===== src/rtl/wsh_pkg.sv =====
package wsh_pkg;
    localparam int SAMPLE_W = 16;
    localparam int BLK_N    = 4;

    typedef enum logic {
        PH_LOAD = 1'b0,
        PH_EMIT = 1'b1
    } phase_e;
endpackage


===== src/rtl/wsh_row_stage.sv =====
module wsh_row_stage #(
    parameter  int SW = wsh_pkg::SAMPLE_W,
    localparam int RW = SW + 3
) (
    input  logic [3:0][SW-1:0] x,
    output logic [3:0][RW-1:0] r
);
    localparam logic signed [SW:0] HI = {2'b00, {(SW-1){1'b1}}};
    localparam logic signed [SW:0] LO = {2'b11, {(SW-1){1'b0}}};

    function automatic logic signed [SW:0] ext(input logic [SW-1:0] v);
        return {v[SW-1], v};
    endfunction

    function automatic logic signed [SW-1:0] clip(input logic signed [SW:0] s);
        if (s > HI)      return HI[SW-1:0];
        else if (s < LO) return LO[SW-1:0];
        else             return s[SW-1:0];
    endfunction

    logic signed [SW-1:0] ev_sum, od_sum, ev_dif, od_dif;
    logic signed [RW-1:0] w_es, w_os, w_ed, w_od;

    always_comb begin
        ev_sum = clip(ext(x[0]) + ext(x[2]));
        od_sum = clip(ext(x[1]) + ext(x[3]));
        ev_dif = clip(ext(x[0]) - ext(x[2]));
        od_dif = clip(ext(x[1]) - ext(x[3]));
        w_es   = RW'(ev_sum);
        w_os   = RW'(od_sum);
        w_ed   = RW'(ev_dif);
        w_od   = RW'(od_dif);
        r[0]   = RW'(((w_es + w_os) <<< 2) + RW'(ev_sum != '0));
        r[1]   = RW'((w_ed + w_od) <<< 2);
        r[2]   = RW'((w_ed - w_od) <<< 2);
        r[3]   = RW'((w_es - w_os) <<< 2);
    end
endmodule


===== src/rtl/wsh_col_stage.sv =====
module wsh_col_stage #(
    parameter  int SW = wsh_pkg::SAMPLE_W,
    localparam int RW = SW + 3,
    localparam int CW = SW + 6
) (
    input  logic [3:0][RW-1:0] q,
    output logic [3:0][SW-1:0] y
);
    logic signed [CW-1:0] e [4];
    logic signed [CW-1:0] v [4];
    logic signed [CW-1:0] p, m, s, t;

    always_comb begin
        for (int j = 0; j < 4; j++) e[j] = CW'($signed(q[j]));
        p    = e[0] + e[2];
        m    = e[0] - e[2];
        s    = e[1] + e[3];
        t    = e[1] - e[3];
        v[0] = p + s;
        v[1] = m + t;
        v[2] = m - t;
        v[3] = p - s;
        for (int j = 0; j < 4; j++)
            y[j] = SW'($signed(v[j] + {{(CW-1){1'b0}}, v[j][CW-1]} + CW'(3)) >>> 3);
    end
endmodule


===== src/rtl/wsh4x4_fwd.sv =====
module wsh4x4_fwd
    import wsh_pkg::*;
#(
    parameter int SW = SAMPLE_W
) (
    input  logic                  clk,
    input  logic                  rst,
    input  logic                  in_valid,
    output logic                  in_ready,
    input  logic [BLK_N*SW-1:0]   in_row,
    output logic                  out_valid,
    input  logic                  out_ready,
    output logic [SW-1:0]         out_data,
    output logic                  out_last
);
    localparam int RW  = SW + 3;
    localparam int CNW = $clog2(BLK_N);
    localparam int IXW = $clog2(BLK_N * BLK_N);

    typedef struct packed {
        phase_e                          phase;
        logic [CNW-1:0]                  rcnt;
        logic [IXW-1:0]                  idx;
        logic [BLK_N-1:0][BLK_N-1:0][RW-1:0] rows;
    } ctl_t;

    ctl_t ctl_d, ctl_q;

    logic [BLK_N-1:0][RW-1:0]            row_res;
    logic [BLK_N-1:0][BLK_N-1:0][SW-1:0] col_res;

    wsh_row_stage #(.SW(SW)) u_row (
        .x (in_row),
        .r (row_res)
    );

    for (genvar k = 0; k < BLK_N; k++) begin : g_col
        logic [BLK_N-1:0][RW-1:0] cv;
        logic [BLK_N-1:0][SW-1:0] cy;
        for (genvar j = 0; j < BLK_N; j++) begin : g_tap
            assign cv[j] = ctl_q.rows[j][k];
        end
        wsh_col_stage #(.SW(SW)) u_col (
            .q (cv),
            .y (cy)
        );
        assign col_res[k] = cy;
    end

    assign in_ready  = (ctl_q.phase == PH_LOAD);
    assign out_valid = (ctl_q.phase == PH_EMIT);
    assign out_last  = out_valid && (ctl_q.idx == IXW'(BLK_N * BLK_N - 1));
    assign out_data  = col_res[ctl_q.idx[CNW-1:0]][ctl_q.idx[IXW-1:CNW]];

    always_comb begin
        ctl_d = ctl_q;
        case (ctl_q.phase)
            PH_LOAD: begin
                if (in_valid) begin
                    ctl_d.rows[ctl_q.rcnt] = row_res;
                    ctl_d.rcnt             = CNW'(ctl_q.rcnt + 1'b1);
                    if (ctl_q.rcnt == CNW'(BLK_N - 1)) begin
                        ctl_d.phase = PH_EMIT;
                        ctl_d.idx   = '0;
                    end
                end
            end
            default: begin
                if (out_ready) begin
                    ctl_d.idx = IXW'(ctl_q.idx + 1'b1);
                    if (ctl_q.idx == IXW'(BLK_N * BLK_N - 1)) begin
                        ctl_d.phase = PH_LOAD;
                        ctl_d.rcnt  = '0;
                    end
                end
            end
        endcase
    end

    always_ff @(posedge clk) begin
        if (rst) ctl_q <= '0;
        else     ctl_q <= ctl_d;
    end

    AST_OUT_HOLD: assert property (@(posedge clk) disable iff (rst)
        out_valid && !out_ready |=> out_valid && $stable(out_data) && $stable(out_last));

    AST_LAST_RELOAD: assert property (@(posedge clk) disable iff (rst)
        out_valid && out_ready && out_last |=> in_ready && !out_valid);

    AST_EMIT_START: assert property (@(posedge clk) disable iff (rst)
        $rose(out_valid) |-> !out_last && $past(in_valid && in_ready));

    AST_EMIT_ADVANCE: assert property (@(posedge clk) disable iff (rst)
        out_valid && out_ready && !out_last |=> out_valid && !in_ready);

    AST_IDLE_WAIT: assert property (@(posedge clk) disable iff (rst)
        in_ready && !in_valid |=> in_ready && !out_valid);
endmodule


===== config.mk =====
export PLATFORM = sky130hd
export DESIGN_NAME = wsh4x4_fwd
export DESIGN_NICKNAME = d
export VERILOG_FILES = /design/src/rtl/wsh_pkg.sv /design/src/rtl/wsh_row_stage.sv /design/src/rtl/wsh_col_stage.sv /design/src/rtl/wsh4x4_fwd.sv
export SDC_FILE = /design/constraint.sdc
export NUM_CORES = 2
export LEC_CHECK = 0
export BUFFER_PORTS_ARGS = -buffer_cell sky130_fd_sc_hd__buf_4
export CAP_MARGIN = 20
export CORE_AREA = 2 2 312 314
export CTS_CLUSTER_SIZE = 40
export DETAILED_ROUTE_END_ITERATION = 12
export DIE_AREA = 0 0 314 316
export GPL_ROUTABILITY_DRIVEN = 0
export PLACE_DENSITY = 0.9
export SLEW_MARGIN = 20
export SYNTH_ARGS = -nofsm -noshare
export SYNTH_HDL_FRONTEND = slang
export SYNTH_HIERARCHICAL = 1
export SYNTH_SLANG_ARGS = --single-unit

===== constraint.sdc =====
create_clock -name clk -period 6.5 [get_ports clk]
set_input_delay 0.975 -clock clk [delete_from_list [all_inputs] [get_ports clk]]
set_output_delay 0.975 -clock clk [all_outputs]
set_load 0.1 [all_outputs]

==> results of run 1 <==
[through the flow]
stage / TNS, ps / instances / setup slack [ps]
floorplan: -95.4 / 7784 / -95.4
global placement: -9180 / 10100 / -738
detailed placement: -17480 / 10100 / -926
CTS: -13730 / 10200 / -999
[cells by family after synthesis]
kind of cell    synth area share
mux                       0.0284
simple gates               0.230
buf+inv                   0.0794
flops                      0.111
fa+ha+maj                  0.186
other cells            0.0000667
xor+xnor                   0.128
compound gates             0.237
[metal layers]
layer,global-route usage,overflow
met4,0.615,13
met2,0.767,8
met5,0.331,1
met1,0.584,2
met3,0.529,0
[repair_timing]
| action | CTS |
|---|---|
| pin swaps | 163 |
| endpoints found under the setup margin | 16 |
| gates resized for setup | 394 |
| hold buffers | 0 |
| buffers inserted | 43 |
==> results.json, run 1 <==
{
  "ys_ff_latch": 311,
  "cts_inserted_buffers": 40,
  "synth_commonest_cells": "919 x nand2_1, 770 x a21oi_1, 757 x ha_1",
  "grt_max_degree": 157,
  "synth_most_common_cell": "nand2_1",
  "synth.top_cells.by_area": "ha_1 17%, dfxtp_1 11%, xnor2_1 9.4%, a21oi_1 6.9%, nand2_1 6.1%",
  "error": "[ERROR GRT-0116] Global routing finished with congestion. Check the congestion regions in the DRC Viewer.",
  "first_global_vias": 80000,
  "syn-instance-count": 7778,
  "die_w_um": 314,
  "synth_top_cell_area_share": 0.169,
  "status": "aborted with a tool error",
  "fp.dieH_um": 316,
  "yosysSeqAreaShare": 0.111,
  "synth_cell_type_count": 137,
  "grt_pass1_wl_mm": 476,
  "synth_edf_count": 0,
  "cts_num_sinks": 311,
  "grt-ovfl-total": 24,
  "netlist.top_cell.by_area": "ha_1",
  "cts_buffer_depth": 3,
  "grt_usage": 0.620,
  "start_util": 0.585,
  "async_flop_share": 0,
  "dp_hpwl_mm": 174,
  "yosysWarnings": 6,
  "cts_max_level": 2,
  "syn_area_per_cell_um2": 7.23,
  "place_area_um2": 66600,
  "netlist_area_um2": 56200,
  "clock-root-buffer": "clkbuf_16",
  "numPortBuffers": 86,
  "failed_stage": "global routing (5_1_grt)",
  "rows": 114,
  "ios": 87,
  "synthFlopType": "dfxtp_1"
}
==> run 2, diff against run 1 <==
--- a/config.mk
+++ b/config.mk
@@ -7,12 +7,11 @@
 export LEC_CHECK = 0
 export BUFFER_PORTS_ARGS = -buffer_cell sky130_fd_sc_hd__buf_4
 export CAP_MARGIN = 20
-export CORE_AREA = 2 2 312 314
-export CTS_CLUSTER_SIZE = 40
+export CORE_AREA = 2 2 378 380
 export DETAILED_ROUTE_END_ITERATION = 12
-export DIE_AREA = 0 0 314 316
+export DIE_AREA = 0 0 380 382
 export GPL_ROUTABILITY_DRIVEN = 0
-export PLACE_DENSITY = 0.9
+export PLACE_DENSITY_LB_ADDON = 0.15
 export SLEW_MARGIN = 20
 export SYNTH_ARGS = -nofsm -noshare
 export SYNTH_HDL_FRONTEND = slang
==> constraint.sdc (replaced) <==
create_clock -name clk -period 8.45 [get_ports clk]
set_input_delay 1.2675 -clock clk [delete_from_list [all_inputs] [get_ports clk]]
set_output_delay 1.2675 -clock clk [all_outputs]
set_load 0.1 [all_outputs]
==> results.json, run 2 <==
{
  "max_stage_delay_ps": 520,
  "worst_setup_path_end_kind": "output pin",
  "crit_top_cell": "buf_4",
  "ant_nets": 0,
  "fp.dieH_um": 382,
  "utilization": 0.432,
  "drv_cap": 0,
  "gr-usage-met3": 0.0306,
  "firstDrtPassIters": 7,
  "synthFlopType": "dfxtp_1",
  "syn-instance-count": 7778,
  "rsz0062_at_grt": "true",
  "via_per_inst": 5.75,
  "synth_commonest_cells": "919 x nand2_1, 770 x a21oi_1, 757 x ha_1",
  "relSlewSlack": 0.256,
  "netlist_area_um2": 56200,
  "required_ps": 7180,
  "routed_wl_mm": 206,
  "slew_violations": 0,
  "synth_top_cell_area_share": 0.169,
  "stdcell_area_um2": 60900,
  "finClkSkew_ps": 34.4,
  "place_area_um2": 58000,
  "cpMaxStageDelayCell": "or4_1",
  "netlist.top_cell.by_area": "ha_1",
  "cts_hold_buf": 0,
  "first_global_vias": 50600,
  "drive_gt1_frac": 0.0885,
  "ios": 87,
  "antenna_cells": 0,
  "final_common_cell": "nand2_1",
  "drtIter0Drc": 4710,
  "layout_common_cells": "909 x nand2_1, 751 x a21oi_1, 729 x ha_1",
  "grt-ovfl-total": 0,
  "yosysWarnings": 6,
  "reg2reg_from": "out_valid",
  "ys_ff_latch": 311,
  "finalCritPeriodShare": 0.984,
  "fmax_mhz": 120,
  "synth_most_common_cell": "nand2_1",
  "status": "finished, final reports clean",
  "numPortBuffers": 86,
  "grt_pass1_wl_mm": 308,
  "vias": 55000,
  "min_path_type": "reg2reg",
  "grtUsageMet2": 0.436,
  "fin_crit_ps": 8320,
  "start_util": 0.399,
  "worstPathMaxFanout": 4,
  "cts_max_level": 2,
  "clock_latency_ps": 650,
  "grt_usage": 0.271,
  "clock-root-buffer": "clkbuf_16",
  "dp_hpwl_mm": 170,
  "core_area_um2": 141000,
  "synth.top_cells.by_area": "ha_1 17%, dfxtp_1 11%, xnor2_1 9.4%, a21oi_1 6.9%, nand2_1 6.1%",
  "yosysSeqAreaShare": 0.111,
  "cts_inserted_buffers": 44,
  "top_usage_layer": "met2",
  "cts_tree": "done",
  "finalSetupTns_ps": 0,
  "syn_area_per_cell_um2": 7.23,
  "nets": 8502,
  "grt_max_degree": 125,
  "cts_num_sinks": 311,
  "grtUsageMet1": 0.368,
  "max_slew.worst_pin.slew_ps": 1110,
  "wl_per_cell_um": 21.6,
  "rows": 138,
  "area_growth_pct": 8.40,
  "die_w_um": 380,
  "hold_viol_final": 0,
  "start_kind": "flop",
  "dieArea_um2": 145000,
  "drcViolationCount": 0,
  "antenna_found_initial": 4,
  "path_clk_slew_ps": 60,
  "synth_cell_type_count": 137,
  "async_flop_share": 0,
  "crit_arrival_ps": 7050,
  "crit_type": "reg2out",
  "cts_buffer_depth": 3,
  "synth_edf_count": 0,
  "setup_viol": 0
}
## run 2: cell counts after synthesis
Identical to the previous run, type by type.
## run 2: timing repair
action,CTS,global route
buffers inserted,5,17
endpoints found under the setup margin,12,15
pin swaps,3,54
gates resized for setup,37,222
## run 2: routing by layer
layer	wire length, um	up-vias
li1	-	26800
met2	90600	1685
met5	10	-
met4	9750	2
met3	12100	327
met1	93800	26200
## run 2: through the flow
| step | std cells | setup WS (ps) | hold slack (ps) |
|---|---|---|---|
| after floorplan | 7784 | 1230 | 453 |
| after global placement | 9459 | 189 | 460 |
| after detailed placement | 9459 | 191 | 466 |
| after CTS | 9546 | 0.807 | 473 |
| after global routing | 9563 | -119 | 491 |
| final | 9563 | 131 | 472 |
## run 2: cell families after synthesis
group                      Yosys count  share of synthesized area
adders and majority gates          817                      0.186
DFF                                311                      0.111
muxes                              118                     0.0284
buffers and inverters             1060                     0.0794
and+or+nand+nor                   2640                      0.230
xor gates and xnor gates           819                      0.128
AOI/OAI and AO/OA                 2012                      0.237
other                                1                  0.0000667
## run 2: final timing paths
check | endpoint | slack (ps) | cells past startpoint
hold reg to reg | flop | 470 | 2
setup / recovery | out_data[2] | 130 | 28
setup reg to reg | flop | 5360 | 5
hold / removal | flop | 470 | 2
## run 2: worst max-delay path, delay by kind of cell (launching register included)
kind,cells,cell delay [ps]
multiplexers,2,790
AO/OA/AOI/OAI,10,2160
XOR/XNOR,2,250
buffers and inverters,7,990
adder cells (fa/ha/maj),3,770
flip-flops,1,320
AND/OR/NAND/NOR,4,1120
## run 2: final cells by class
class | instances | area, um^2
clock buffers | 53 | 1170
clock inverters | 29 | 368
fillers | 14800 | 80000
inverters | 685 | 2570
multi-input cells | 6413 | 46800
flip-flops and latches | 311 | 6230
well taps | 1890 | 2360
repair buffers | 182 | 1440
Power of run 2 is not shown: default switching activity piles up to over one toggle a cycle in this logic, so the estimate is an artifact.
